**src/rtl/stk_pkg.sv**
```systemverilog
package stk_pkg;
    typedef enum logic [3:0] {
        OP_NOP    = 4'd0,
        OP_PUSH   = 4'd1,
        OP_PULL   = 4'd2,
        OP_PUSHW  = 4'd3,
        OP_CALL   = 4'd4,
        OP_PULLST = 4'd5,
        OP_SP2Y   = 4'd6,
        OP_Y2SP   = 4'd7,
        OP_CLRE   = 4'd8,
        OP_SETE   = 4'd9
    } stk_op_e;

    typedef enum logic [1:0] {
        S_IDLE,
        S_WR_HI,
        S_WR_LO,
        S_RD
    } stk_state_e;
endpackage

```
**src/rtl/stk_ptr_step.sv**
```systemverilog
module stk_ptr_step #(
    parameter int SP_W = 16,
    parameter int LOW_W = 8
) (
    input  logic [SP_W-1:0] ptr,
    input  logic            narrow,
    output logic [SP_W-1:0] ptr_up,
    output logic [SP_W-1:0] ptr_dn
);
    logic [LOW_W-1:0] low_up, low_dn;

    assign low_up = ptr[LOW_W-1:0] + 1'b1;
    assign low_dn = ptr[LOW_W-1:0] - 1'b1;

    // Narrow mode keeps the page byte; wide mode carries through it.
    assign ptr_up = narrow ? {ptr[SP_W-1:LOW_W], low_up} : ptr + 1'b1;
    assign ptr_dn = narrow ? {ptr[SP_W-1:LOW_W], low_dn} : ptr - 1'b1;
endmodule

```
**src/rtl/stk_call_calc.sv**
```systemverilog
module stk_call_calc #(
    parameter int SP_W = 16,
    parameter int RET_STEP = 2
) (
    input  logic [SP_W-1:0] op_addr,
    input  logic [SP_W-1:0] ofs,
    output logic [SP_W-1:0] ret_addr,
    output logic [SP_W-1:0] target
);
    assign ret_addr = op_addr + SP_W'(RET_STEP);
    assign target   = ret_addr + ofs;
endmodule

```
**src/rtl/stack_seq_unit.sv**
```systemverilog
module stack_seq_unit #(
    parameter int DATA_W = 8,
    parameter int E_BIT = 5,
    parameter logic [DATA_W-1:0] PAGE_INIT = 8'h01,
    parameter logic [DATA_W-1:0] LOW_INIT = 8'hFF,
    localparam int SP_W = 2 * DATA_W
) (
    input  logic              clk,
    input  logic              rst_n,
    input  logic              cmd_vld,
    input  logic [3:0]        cmd_op,
    input  logic [SP_W-1:0]   cmd_data,
    input  logic [SP_W-1:0]   cmd_ofs,
    input  logic [DATA_W-1:0] y_in,
    output logic              busy,
    output logic              mem_we,
    output logic              mem_re,
    output logic [SP_W-1:0]   mem_addr,
    output logic [DATA_W-1:0] mem_wdata,
    input  logic [DATA_W-1:0] mem_rdata,
    output logic [SP_W-1:0]   sp_out,
    output logic              ext_dis,
    output logic              pull_vld,
    output logic [DATA_W-1:0] pull_data,
    output logic              y_vld,
    output logic [DATA_W-1:0] y_out,
    output logic              flag_n,
    output logic              flag_z,
    output logic              pc_load,
    output logic [SP_W-1:0]   pc_new
);
    import stk_pkg::*;

    stk_state_e state_q, state_d;
    stk_op_e    op;
    logic [SP_W-1:0]   sp_q, sp_up, sp_dn, ret_addr, target;
    logic [DATA_W-1:0] hi_q, lo_q, rd_fixed;
    logic e_q, call_q, st_q, accept;

    assign op     = stk_op_e'(cmd_op);
    assign accept = cmd_vld && (state_q == S_IDLE);

    stk_ptr_step #(.SP_W(SP_W), .LOW_W(DATA_W)) step_i (
        .ptr(sp_q), .narrow(e_q), .ptr_up(sp_up), .ptr_dn(sp_dn)
    );

    stk_call_calc #(.SP_W(SP_W), .RET_STEP(2)) call_i (
        .op_addr(cmd_data), .ofs(cmd_ofs), .ret_addr(ret_addr), .target(target)
    );

    // State register
    always_ff @(posedge clk) begin
        if (!rst_n) state_q <= S_IDLE;
        else        state_q <= state_d;
    end

    // Next state
    always_comb begin
        state_d = state_q;
        unique case (state_q)
            S_IDLE: begin
                if (accept) begin
                    case (op)
                        OP_PUSH:            state_d = S_WR_LO;
                        OP_PUSHW, OP_CALL:  state_d = S_WR_HI;
                        OP_PULL, OP_PULLST: state_d = S_RD;
                        default:            state_d = S_IDLE;
                    endcase
                end
            end
            S_WR_HI: state_d = S_WR_LO;
            S_WR_LO: state_d = S_IDLE;
            S_RD:    state_d = S_IDLE;
        endcase
    end

    // Memory-side outputs
    always_comb begin
        busy      = (state_q != S_IDLE);
        mem_we    = (state_q == S_WR_HI) || (state_q == S_WR_LO);
        mem_re    = (state_q == S_RD);
        mem_addr  = sp_q;
        mem_wdata = (state_q == S_WR_HI) ? hi_q : lo_q;
        rd_fixed  = mem_rdata;
        rd_fixed[E_BIT] = e_q;
    end

    assign sp_out  = sp_q;
    assign ext_dis = e_q;

    // Datapath and registered result outputs
    always_ff @(posedge clk) begin
        if (!rst_n) begin
            sp_q      <= {PAGE_INIT, LOW_INIT};
            e_q       <= 1'b1;
            hi_q      <= '0;
            lo_q      <= '0;
            call_q    <= 1'b0;
            st_q      <= 1'b0;
            pull_vld  <= 1'b0;
            pull_data <= '0;
            y_vld     <= 1'b0;
            y_out     <= '0;
            flag_n    <= 1'b0;
            flag_z    <= 1'b0;
            pc_load   <= 1'b0;
            pc_new    <= '0;
        end else begin
            pull_vld <= 1'b0;
            y_vld    <= 1'b0;
            pc_load  <= 1'b0;
            unique case (state_q)
                S_IDLE: begin
                    if (accept) begin
                        case (op)
                            OP_PUSH: begin
                                lo_q   <= cmd_data[DATA_W-1:0];
                                call_q <= 1'b0;
                            end
                            OP_PUSHW: begin
                                hi_q   <= cmd_data[SP_W-1:DATA_W];
                                lo_q   <= cmd_data[DATA_W-1:0];
                                call_q <= 1'b0;
                            end
                            OP_CALL: begin
                                hi_q   <= ret_addr[SP_W-1:DATA_W];
                                lo_q   <= ret_addr[DATA_W-1:0];
                                call_q <= 1'b1;
                                pc_new <= target;
                            end
                            OP_PULL: begin
                                sp_q <= sp_up;
                                st_q <= 1'b0;
                            end
                            OP_PULLST: begin
                                sp_q <= sp_up;
                                st_q <= 1'b1;
                            end
                            OP_SP2Y: begin
                                y_out  <= sp_q[SP_W-1:DATA_W];
                                flag_n <= sp_q[SP_W-1];
                                flag_z <= (sp_q[SP_W-1:DATA_W] == '0);
                                y_vld  <= 1'b1;
                            end
                            OP_Y2SP: sp_q[SP_W-1:DATA_W] <= y_in;
                            OP_CLRE: e_q <= 1'b0;
                            OP_SETE: e_q <= 1'b1;
                            default: ;
                        endcase
                    end
                end
                S_WR_HI: sp_q <= sp_dn;
                S_WR_LO: begin
                    sp_q    <= sp_dn;
                    pc_load <= call_q;
                end
                S_RD: begin
                    pull_vld  <= 1'b1;
                    pull_data <= st_q ? rd_fixed : mem_rdata;
                end
            endcase
        end
    end
endmodule

```
**config.mk**
```make
export PLATFORM = sky130hd
export DESIGN_NAME = stack_seq_unit
export DESIGN_NICKNAME = d
export VERILOG_FILES = /design/src/rtl/stk_pkg.sv /design/src/rtl/stk_ptr_step.sv /design/src/rtl/stk_call_calc.sv /design/src/rtl/stack_seq_unit.sv
export SDC_FILE = /design/constraint.sdc
export NUM_CORES = 1
export LEC_CHECK = 0
export ABC_CLOCK_PERIOD_IN_PS = 4310
export BUFFER_PORTS_ARGS = -buffer_cell sky130_fd_sc_hd__buf_2
export CORE_MARGIN = 10
export CORE_UTILIZATION = 30
export CTS_BUF_LIST = sky130_fd_sc_hd__clkbuf_16
export CTS_CLUSTER_DIAMETER = 120
export DETAILED_ROUTE_END_ITERATION = 8
export GPL_ROUTABILITY_DRIVEN = 0
export SYNTH_ARGS = -nofsm -noshare
export SYNTH_HDL_FRONTEND = slang
export SYNTH_SLANG_ARGS = --single-unit
```
**constraint.sdc**
```tcl
create_clock -name clk -period 4.31 [get_ports clk]
set_clock_uncertainty 0.1 [all_clocks]
set_input_delay 0.431 -clock clk [delete_from_list [all_inputs] [get_ports clk]]
set_output_delay 0.431 -clock clk [all_outputs]
set_load 0.01 [all_outputs]
```
# Word-level counts from Yosys, hierarchy flattened
# Index checks and enable logic that the tools add are counted.
word_totals:
  regBits: 74
  in_bits: 55
  out_inout_bits: 81
  word_cells: 82
classes:
  n_addsub: 6
  eq_ne: 17
  mux: 18
  n_reduce_logical: 25
ops:
  columns: ["op", "count"]
  rows:
  - ["two-way mux 16 bit", 3]
  - ["case mux 8 bit (2 select lines)", 3]
  - ["case mux 16 bit (2 select lines)", 1]
  - ["AND reduction 3 bit", 8]
  - ["adder 16 x 1 -> 16 bit, second input constant", 1]
  - ["adder 16 bit", 1]
  - ["adder 16 x 2 -> 16 bit, second input constant", 1]
  - ["equality test 4 x 3 -> 1 bit, second input constant", 4]
  - ["two-way mux 8 bit", 2]
  - ["subtractor 16 x 1 -> 16 bit, second input constant", 1]
  - ["case mux 2 bit (3 select lines)", 2]
  - ["nonzero test 2 bit", 6]
  - ["OR reduction 2 bit", 5]
  - ["adder 8 x 1 -> 8 bit, second input constant", 1]
  - ["equality test 4 x 2 -> 1 bit, second input constant", 2]
  - ["equality test 4 bit, second input constant", 2]
  - ["zero test 8 bit", 1]
  - ["subtractor 8 x 1 -> 8 bit, second input constant", 1]
  - ["two-way mux 6 bit", 1]
  - ["inequality test 2 bit, second input constant", 3]
  - ["case mux 1 bit (2 select lines)", 3]
  - ["AND reduction 5 bit", 1]
  - ["equality test 2 bit, second input constant", 2]
  - ["equality test 4 x 1 -> 1 bit, second input constant", 1]
  - ["other kinds (9)", 10]

# Longest topological paths before layout
# Gate-level depths: netlist (run 1).
logic_depth:
  word_depth: 5
  ltp_mapped: 12
  depth_no_buf: 12

# By module
# A second synthesis (run 1) with hierarchy kept.
hier_totals:
  cells_unflattened: 608
  area_unflattened_um2: 5282.6
modules_own_cells:
  columns: ["module", "n_inst", "cells_each", "area_per_inst_um2", "seq_area_each_um2"]
  rows:
  - ["stack_seq_unit", 1, 384, 3609.7, 1461.4]
  - ["stk_call_calc", 1, 141, 1032.2, 0.0]
  - ["stk_ptr_step", 1, 83, 640.6, 0.0]

# Worst setup path before layout (run 1)
# OpenSTA, ideal clock, no wires.
synth_path:
  path_kind: "input-to-reg"
  from: "in cmd_data[1]"
  to: "reg pc_new[12]"
  setup_ps: 62
  t_arrival_ps: 2762
  t_required_ps: 4148
  setup_slack_ps: 1386
  stages: 12
  path_buffers: 1
  path_cell_list: "ha_1 -> nand3_1 -> nor2_1 -> nand3_1 -> xnor2_1 -> ha_1 -> clkbuf_1 -> nand3_1 -> o211ai_1 -> o22ai_1 -> or3_1 -> nand3_1"
synth_via:
  elab_chain_cells: 2
synth_lines:
  columns: ["item", "line_no", "rtl"]
  rows:
  - ["from (decl)", "stack_seq_unit.sv:12", "input logic [SP_W-1:0] cmd_data,"]
  - ["adder 16 x 2 -> 16 bit", "stk_call_calc.sv:10", "assign ret_addr = op_addr + SP_W'(RET_STEP);"]
  - ["adder 16 bit", "stk_call_calc.sv:11", "assign target = ret_addr + ofs;"]
  - ["to (signal assigned)", "stack_seq_unit.sv:129", "pc_new <= target;"]
  - ["to (decl)", "stack_seq_unit.sv:30", "output logic [SP_W-1:0] pc_new"]
# No other way between the ends.
# A chain may end at the register's enable or synchronous reset.

# Worst setup path after layout (run 1)
layout_path:
  from: "in cmd_data[1]"
  to: "reg pc_new[15]"
# The elaborated chain is that of the path after synthesis.

==> metrics list, run 1 <==
- Outcome: complete, no violations
- In the global route stage, met2 resource usage came out at 0.2201.
- Number of buffers on the longest clock path: 2
- Met1 Track Usage GR: 0.1697
- Top Family by Delay on Critical Path: simple AND/OR/NAND/NOR gates
- After detailed routing, the average wire length per cell comes to 16.93 um.
- Total nets after synthesis: 696
* Highest-delay cell along the critical path: ha_1
- Of all cell types, the one taking the most synthesized area is dfxtp_1.
- Post-Syn Area: 5057 um2
- The floorplan has 47 rows.
- The number of setup buffers added after CTS is 0.
- The analysis attributes to cell leakage a power of 2.569 nW.
* Power share of the combinational group: 0.219
- Setup repair after global routing left no endpoint under its margin.
- Global-route total usage across every layer: 0.1381
* Final instance area: 6063 um2
* Total number of H-tree levels: 3
- The final route contains 4896 vias.
- After synthesis the netlist holds a flip-flop and latch count of 73.
* Share of post-route cells with drive strength above 1: 0.2535
- Data arrival time of the critical path: 3.15 ns
- Leading cell type by number of instances after synthesis: dfxtp_1
- The share of total power dissipated in sequential elements is 0.357.
* Number of nets with antenna violations after detailed routing: 0
* Total power: 2.058 mW
- Max-cap violations in this run came to 0.
- Setup total negative slack on the finished layout was measured at 0 ns.
- For this run, the number of Yosys warnings is 0.
- Ranked by total cell area, the synthesized netlist is headed by dfxtp_1 (29%), ha_1 (5.7%), a21oi_1 (4.6%).
* Met3 layer usage reported by global route: 0.05525
* Buffer and inverter count on the worst path: 1
* Slew Limit Fails: 0
- Remaining Overflow, GRT: 0
- Clock tree synthesis inserted a total of 9 buffers.
- Along the worst path, the maximum fanout reaches 9.
* Number of cells upsized or downsized after cts: 0
- 1st-pass router iterations: 5
* Effective utilization at floorplan: 0.3060
* Vias per cell: 5.231
- For this run, the top clock speed supported by timing is 0.3371 GHz.
* EDFF count, synth: 0
- Cell count of the worst reg-to-reg path: 7
- The worst setup path is launched from a primary input.
- Of all flip-flops after synthesis, the portion carrying an async set or reset was 0.
* Power density of the placed cells: 339.4 nW/um2
- Cell chain of the critical path: buf_2 > ha_1 > nand3_1 > nor2_1 > nand3_1 > xnor2_1 > ha_1 > nand4_1 > nor3_1 > o21ai_0 > a211o_1 > nand3_1
- For the pin with the worst max-slew slack, the measured transition is 0.9982 ns.
- TritonCTS built the clock tree.
* Sequential element share of the synthesized area: 0.2890
* Number of hold buffers added after CTS: 0
* Number of cells on the worst hold path: 3
- WS Path Type: in2reg
* Clk_lat worst skew: 0.35 ns
- Layout Utilization: 0.3669
* Horizontal die dimension: 149.8 um
* Minimum clock period: 2.966 ns
* Largest stage delay on the critical path: 0.42 ns
* Cell-internal power: 1.443 mW
* Average cell area after synthesis: 8.197 um2
- Entering global routing, the biggest net connects 47 pins.
- In this design, the critical path's most frequently occurring cell is nand3_1.
* Final hold violations: 0
- Count of cell instances traversed by the critical path: 12
* Dominant register cell in the synthesized netlist: dfxtp_1
* Die footprint: 22450 um2
* Top cells by count, synth: dfxtp_1 (73), nor2_1 (56), nand2_1 (50)
* # setup viols final: 0
- Nets: 788
- Final period utilization: 0.6882
- Largest voltage drop on the vdd net: 0.1916 mV
- The floorplan step set the die height to 149.8 um.
* Worst EP required: 4.50 ns
* Detail Placement HPWL: 12170 um
* Switching fraction of total power: 0.2989
- Area growth syn-to-layout: 19.89%
- Synthesis produced a netlist whose cell count is 617.
* Distinct cell type count after synthesis: 77
* I/O pins: 136
- The first routing iteration left 300 violations.
- STA classifies the critical path endpoint as a flop.
- For this design the total switching power over the nets is 0.6150 mW.
- PortBufs: 135
- At the placement stage, the worst setup path has a slack of 1.026 ns.
* Number of global-route vias before repair: 4620
- After detailed routing, the number of remaining DRC violations is 0.
- Final setup margin: 1.344 ns
* Peak-usage layer in the global routing report: met2
* Proportion of netlist area held by the largest area contributor: 0.2890
- The first global-routing pass estimated 24800 um of wire.
* Hold/Removal Path Class: in2reg
- The final layout contains routed wiring with a total length of 15840 um.
- Clock-pin transition on the worst setup and hold timing paths: 0.06 ns
- Of the total power, the clock network draws 0.424.
- CTS saw 73 sinks.
* Total core area: 16520 um2
- The initial antenna violation count is 2.
- Cell at the root of the clock tree: clkbuf_16
- The worst pin sits at a relative slew slack of 0.3309.
- Instance area after placement: 5715 um2
==> power groups by stage <==
stage               Clock (mW)  Combinational [mW]  Sequential, mW
floorplan                    0               0.338           0.737
global placement             0               0.449           0.749
detailed placement           0               0.447           0.750
CTS                      0.902               0.450           0.735
global route             0.923               0.499           0.740
finish                   0.873               0.450           0.734
==> final timing paths <==
path	slack (ns)	start	end
setup reg to reg	1.81	state_q[1]	mem_addr[7]
setup / recovery	1.34	cmd_data[1]	pc_new[15]
hold reg to reg	0.35	pc_new[3]	pc_new[3]
hold / removal	0.22	mem_rdata[4]	pull_data[4]
==> through the flow <==
step / std cells / hold WS, ns
floorplan: 617 / 0.3460
global placement: 918 / 0.3403
detailed placement: 918 / 0.3456
CTS: 934 / 0.2058
global route: 935 / 0.2213
finish: 936 / 0.2177
==> layer usage <==
layer | routed length, um | vias up
met4 | 169 | 2
met5 | 8 | -
li1 | - | 2444
met2 | 7209 | 205
met3 | 1604 | 20
met1 | 6852 | 2225
==> cell usage in the layout (no fill, tap or decap), types with 15 or more instances in the layout <==
cell	synthesis	routed
nand2_1	50	50
a211oi_1	15	15
ha_1	23	23
inv_1	16	16
o21ai_0	17	17
nor2_1	56	56
buf_2	11	135
xor2_1	15	15
nand3_1	25	25
mux2i_1	18	18
xnor2_1	26	26
dfxtp_1	73	73
a21oi_1	46	46
==> area by class of cell <==
class / instances / area (um2)
Multi-Input combinational cell: 470 / 3217
Fill cell: 1774 / 10460
Inverter: 17 / 63.81
Tap cell: 220 / 275.3
Clock inverter: 7 / 117.6
Timing Repair Buffer: 138 / 698.2
Clock buffer: 9 / 225.2
Sequential cell: 73 / 1461
Antenna cell: 2 / 5.005
==> cells by family after synthesis <==
logic type / count (synthesis) / synth area share
muxes: 26 / 0.05344
and+or+nand+nor: 224 / 0.2425
xor gates and xnor gates: 41 / 0.07101
DFF: 73 / 0.2890
AOI/OAI and AO/OA: 155 / 0.2083
buffers and inverters: 74 / 0.07496
adders and majority gates: 24 / 0.06086
==> tightest hold or removal path: stages <==
cell and delay (ns):
buf_2 0.07, mux2i_1 0.05, nor2_1 0.07
==> flip-flops by register name, summed over array words and instances, names as in the netlist <==
register	cells
ext_dis	1
hi_q	8
lo_q	8
flag_z	1
pc_new	16
st_q	1
call_q	1
y_vld	1
pull_data	8
state_q	2
y_out	8
mem_addr	16
pc_load	1
pull_vld	1
Note: power is estimated with default switching activity, not from simulation.
==> run 2: changes to the inputs <==
- ABC_CLOCK_PERIOD_IN_PS: 4310 -> 2600
- clock period: 4.31 -> 2.6 ns (I/O delays scaled with it)
==> run 2 against run 1 <==
Utilization increased by 2.5 points; via count increased by 5.1%; count of clock-buffer cells in the layout unchanged; sequential power increased by 65%; flip-flop and latch count unchanged; combinational power increased by 88%; die area unchanged; power increased by 70%.
==> metrics list, run 2 (synthesized netlist as in run 1, its figures left out) <==
* Outcome: complete, no violations
* Number of buffers on the longest clock path: 2 (unchanged)
* Highest-delay cell along the critical path: a2111oi_0
* Data arrival time of the critical path: 2.55 ns (-0.60 ns)
- Hold/Removal Path Class: in2reg
- After layout, the minimum clock period comes to 2.365 ns.
* Count of cell instances traversed by the critical path: 12 (unchanged)
- The max-cap violation count came to 0 (unchanged).
* Top metal layer carrying routed signals: met4
- The routed length on met3 was 1441 um (-10%).
* PortBufs: 135 (unchanged)
* Die Height: 149.8 um (unchanged)
* Area growth syn-to-layout: 28.03%
- The total non-filler cell area in the finished layout came to 6475 um2 (+6.8%).
- The footprint of the multi-input gates is 3224 um2 (+0.23%).
* Count of vias placed by the detailed router: 5144 (+5.1%)
* Number of nets with antenna violations after detailed routing: 0 (unchanged)
* Slew Limit Fails: 0 (unchanged)
- Sum of routed wire length over all layers: 16310 um (+2.9%)
* Wire length of the first global-routing pass: 25660 um (+3.5%)
- The number of design rule violations left after detail routing was 0 (unchanged).
- The fraction of final layout cells with drive strength greater than 1 came to 0.3099 (+0.05639).
- Power density of the placed cells: 540.6 nW/um2 (+59%)
- Wire length on met2: 7597 um (+5.4%)
* Final instance count without filler cells: 989 (+5.7%)
- The hold buffer count at CTS came to 0 (unchanged).
* Maximum fanout count along the critical path: 4 (-5)
- Met1 Routed Length: 7063 um (+3.1%)
- Total core area: 16520 um2 (unchanged)
- Filler cells: 1703 (-4.0%)
- WS Path Type: in2reg
* # setup viols final: 0 (unchanged)
- Cell chain of the critical path: buf_2 > ha_1 > nand3_2 > nor2_2 > buf_4 > xor2_1 > ha_1 > a21oi_1 > o211ai_1 > a2111oi_0 > o2111ai_1 > nand3_1
- Top Family by Delay on Critical Path: compound AO/OA/AOI/OAI gates
- Maximum clock frequency: 0.4228 GHz
* Cell count of the worst reg-to-reg path: 7 (unchanged)
- Pin slew with the least headroom to its limit: 0.5707 ns (-0.4275 ns)
- Dividing the final minimum period by the clock period gives 0.9097.
* Number of cells on the worst hold path: 3 (unchanged)
* CP Launch Type: primary input
* Initial antenna violation count: 1 (-1)
- The x dimension of the die came to 149.8 um (unchanged).
- Clk sinks: 73 (unchanged)
- TritonCTS Buffers: 9 (unchanged)
- The placed instance count is 972 (+5.9%).
- The maximum ir drop on the vdd rail came to 0.3122 mV (+63%).
- The clock transition at the register clock pins on the worst setup and hold paths after CTS was 0.06 ns (about the same).
- Layout Utilization: 0.3918 (+0.02491)
- The average routed wire per standard cell came to 16.49 um (-2.6%).
* Setup repair bufs after CTS: 0 (unchanged)
- The highest cell delay on the worst timing path is 0.46 ns (+0.04 ns).
* Pin count of the biggest net entering global routing: 47 (unchanged)
- Total number of H-tree levels: 3 (unchanged)
* Nets: 842 (+6.9%)
- The count of instances resized after the clock tree is built is 0 (unchanged).
- Die footprint: 22450 um2 (unchanged)
- The relative slew slack was 0.6196 (+0.2886).
- The final number of hold-violating endpoints is 0 (unchanged).
* Clock tree from TritonCTS: done
* Final setup margin: 0.2348 ns (-1.109 ns)
* 1st-pass router iterations: 6 (+1)
* Iteration-0 DRC Markers: 309 (+3.0%)
- In the layout the commonest cells are buf_2 (135), dfxtp_1 (73), buf_4 (57), nor2_1 (55), nand2_1 (50).
- The cell sitting at the root of the clock tree is a clkbuf_16.
- The global route total overflow came to 0 (unchanged).
- Effective utilization at floorplan: 0.3060 (unchanged)
- In this design, the critical path's most frequently occurring cell is ha_1.
* Worst EP required: 2.78 ns (-1.72 ns)
- The number of top-level pins came to 136 (unchanged).
- Detail Placement HPWL: 12590 um (+3.4%)
- The combined global-route utilization of all metal layers is 0.1412 (+0.003127).
* Clk_lat worst skew: 0.35 ns (about the same)
- Buffer and inverter count on the worst path: 2 (+1)
- The number of rows in the core area is 47 (unchanged).
- Vias per cell: 5.201 (-0.57%)
* Commonest non-fill, non-tap cell in the layout: buf_2
- The placement-stage worst setup slack is -0.07129 ns (-1.097 ns).
* Seq. cell area: 1461 um2 (unchanged)
- Capturing element type of the critical path: flop
- The post-place instance area came to 6128 um2 (+7.2%).
- Setup repair after global routing left no endpoint under its margin.
* Total negative slack: 0 ns (unchanged)
- The via count of the first global-routing pass was 4832 (+4.6%).
- Leakage power summed over all cells: 2.832 nW (+10%)
==> run 2: cell type report <==
| class | count | area share |
|---|---|---|
| diodes | 1 | 0.0003865 |
| clock buffers | 9 | 0.03478 |
| clock inverters | 7 | 0.01836 |
| inverters | 17 | 0.009855 |
| multi-input cells | 470 | 0.4980 |
| flip-flops and latches | 73 | 0.2257 |
| well taps | 220 | 0.04251 |
| repair buffers | 192 | 0.1704 |
==> run 2: path summary, 6_finish.rpt <==
path	startpoint	end	slack (ns)
worst min register to register	pc_new[4]	pc_new[4]	0.35
worst max-delay path	cmd_data[1]	pc_new[12]	0.23
worst min-delay path	mem_rdata[7]	pull_data[7]	0.05
worst max register to register	state_q[1]	mem_addr[7]	0.32
==> run 2: per-layer routing <==
layer  track usage  up-vias
met2        0.2329      197
met4       0.03596        0
met3       0.04680       21
met1        0.1729     2369
li1              -     2557
met5             0        -
==> run 2: through the flow <==
stage | hold slack [ns] | total power, mW
after floorplan | 0.3070 | 1.783
after detailed placement | 0.3437 | 2.080
after global placement | 0.3387 | 2.075
after CTS | 0.03162 | 3.550
after global routing | 0.04025 | 3.686
final | 0.04780 | 3.500
==> run 2: tightest hold or removal path, delay by kind of cell <==
family | cells | cell delay (ns)
AND/OR/NAND/NOR | 1 | 0.07
multiplexers | 1 | 0.05
buffers and inverters | 1 | 0.07
==> run 2: where the power goes <==
part           switching, mW  internal [mW]
combinational          0.479          0.369
clock                  0.508          0.937
sequential            0.0507           1.16
==> run 3: changes to the inputs <==
- CORE_ASPECT_RATIO: not set -> 1.2
==> run 3 against run 2 <==
Register-to-register slack better by 0.03 ns; non-clock buffer count up 9; utilization up 0.38 points; count of clock-buffer cells in the layout unchanged; largest power group unchanged; setup slack better by 0.012 ns; final area up 0.19%.
==> metrics list, run 3 (synthesized netlist as in run 1, its figures left out) <==
* TritonCTS Buffers: 9 (unchanged)
- Final hold violations: 0 (unchanged)
* Total area of multi-input combinational cells: 3224 um2 (unchanged)
* Cell count of the worst reg-to-reg path: 5 (-2)
- The number of design rule violations left after detail routing was 0 (unchanged).
* Commonest non-fill, non-tap cell in the layout: buf_2
* Instance area after placement: 6186 um2 (+0.94%)
- Most frequent cells in the layout: buf_2 (135), dfxtp_1 (73), buf_4 (66), nor2_1 (55), nand2_1 (50)
- Worst EP required: 2.79 ns (about the same)
- The relative slew slack came to 0.6069 (-0.01266).
- Post-detailed-route wirelength per cell: 17.01 um (+3.1%)
- The final count of negative-setup-slack endpoints came to 0 (unchanged).
- Filler cells: 1717 (+0.82%)
- The count of vias placed by the detailed router was 5175 (+0.60%).
* Cell row count: 51 (+8.5%)
- The remaining antenna violation count is 0 (unchanged).
- Sum of routed wire length over all layers: 16850 um (+3.3%)
* Number of cells on the worst hold path: 3 (unchanged)
- The iteration count of the initial detailed-routing pass is 5 (-1).
- The overall die area was 22470 um2 (about the same).
* Worst r2r dst: mem_addr[13]
- The clock latency on the worst-skew pair came to 0.34 ns (about the same).
* Vias per cell: 5.222 (+0.40%)
- The initial standard-cell utilization of the core is 0.3084 (+0.002335).
- The final count of pins violating max slew is 0 (unchanged).
- The worst hold path begins at mem_rdata[1].
- Number of global-route vias before repair: 5088 (+5.3%)
- The core area came to 16400 um2 (-0.76%).
* I/O pins: 136 (unchanged)
- Clock tree from TritonCTS: done
- Maximum clock frequency: 0.4249 GHz (+0.50%)
- Capturing element type of the critical path: flop
- End of the worst hold path: pull_data[1]
- Final period utilization: 0.9052 (-0.004481)
- The net total in the final layout is 851 (+1.1%).
- Hold/Removal Path Class: in2reg
* Total negative slack: 0 ns (unchanged)
* Pin count of the biggest net entering global routing: 49 (+4.3%)
- The total power density per cell area is 513.8 nW/um2 (-5.0%).
- Number of hold buffers added after CTS: 0 (unchanged)
- Iteration-0 DRC Markers: 330 (+6.8%)
* Remaining Overflow, GRT: 0 (unchanged)
* PortBufs: 135 (unchanged)
- Setup repair bufs after CTS: 0 (unchanged)
- The maximum level of the CTS H-tree was 3 (unchanged).
- Hold slack final: 0.05778 ns (+0.009979 ns)
- Number of cells upsized or downsized after cts: 0 (unchanged)
- Max-cap check violation count: 0 (unchanged)
- Worst R2R Start: mem_addr[8]
* Leakage power summed over all cells: 2.857 nW (+0.88%)
- The clock sink count came to 73 (unchanged).
- The maximum buffer depth of the clock tree came to 2 (unchanged).
- The flow ran to the end, and the final reports show no timing, DRC or antenna violations.
* Horizontal die dimension: 138.5 um (-7.5%)
- The total non-filler cell area in the finished layout was 6487 um2 (+0.19%).
- The final core utilization is 0.3956 (+0.003752).
- Setup repair after global routing left no endpoint under its margin.
- Share of post-route cells with drive strength above 1: 0.3166 (+0.006706)
* CP Launch Type: primary input
- The HPWL after detailed placement is 13110 um (+4.1%).
- The final critical delay including setup and external delays was 2.354 ns (-0.01165 ns).
* Worst setup slack for register-to-register paths: 0.35 ns (+0.03 ns)
- The largest fanout on the critical path is 7 (+3).
- Die Height: 162.2 um (+8.3%)
- Clock-pin transition on the worst setup and hold timing paths: 0.06 ns (about the same)
- The maximum ir drop on the vdd rail came to 0.2541 mV (-19%).
- The area growth from synthesis to layout is 28.28%.
- The combined global-route utilization of all metal layers came to 0.1456 (+0.004432).
- Seq. cell area: 1461 um2 (unchanged)
- The signal arrival time at the worst endpoint came to 2.54 ns (about the same).
* Initial antenna violation count: 1 (unchanged)
- WS Path Type: in2reg
- The transition time at the pin with the least slew margin is 0.5897 ns (+0.01900 ns).
- The first-pass GRT wire length is 27170 um (+5.9%).
- Cell at the root of the clock tree: clkbuf_16
-- run 3: cell types whose count changed in the layout (fill, tap and decap cells not counted), sizes merged --
cell    before  now
bufinv       3    1
diode        1    2
buf        192  201
inv         16   18
-- run 3: worst max path at each step --
stage | from | to | slack (ns)
floorplan | cmd_data[1] | pc_new[12] | 0.05
global placement | cmd_data[1] | pc_new[14] | -0.05
detailed placement | cmd_data[1] | pc_new[12] | -0.09
CTS | cmd_data[1] | pc_new[9] | 0.26
global route | cmd_data[1] | pc_new[12] | 0.06
finish | cmd_data[1] | pc_new[12] | 0.25
-- run 3: per-layer routing --
| layer | routed length, um | GRT usage | vias to the layer above | part of all wire |
|---|---|---|---|---|
| li1 | - | - | 2575 | - |
| met1 | 7161 | 0.1749 | 2396 | 0.42 |
| met2 | 8026 | 0.2452 | 185 | 0.48 |
| met3 | 1397 | 0.04347 | 19 | 0.083 |
| met4 | 267 | 0.04271 | 0 | 0.016 |
| met5 | 0 | 0 | - | 0 |
-- run 3: cell type report --
cell class,instances,share of cell area
clock inverter,7,0.01099
multi-input combinational,470,0.4970
sequential,73,0.2253
inverter,17,0.009836
timing repair buffer,201,0.1805
antenna,2,0.0007715
clock buffer,9,0.03472
tap,212,0.04089
-- run 3: power by group --
| group | switching, mW | internal [mW] | leakage, nW |
|---|---|---|---|
| sequential | 0.0475 | 1.16 | 0.591 |
| clock | 0.511 | 0.743 | 0.143 |
| combinational | 0.495 | 0.380 | 2.12 |
| total | 1.05 | 2.28 | 2.86 |
-- run 3: critical path: stages --
cell      delay [ns]
buf_2           0.13
ha_1            0.19
nand3_2         0.10
nor2_2          0.13
nand3_1         0.15
xnor2_1         0.16
ha_1            0.39
nand3_1         0.10
o211ai_1        0.32
o22ai_1         0.17
or3_1           0.36
nand3_1         0.07
-- run 3: through the flow --
stage | instances | total power, mW | worst slack, ns
final | 991 | 3.333 | 0.2464
after global routing | 989 | 3.519 | 0.06378
after CTS | 989 | 3.373 | 0.2582
after detailed placement | 973 | 2.099 | -0.09118
after global placement | 973 | 2.097 | -0.04644
after floorplan | 617 | 1.783 | 0.04571
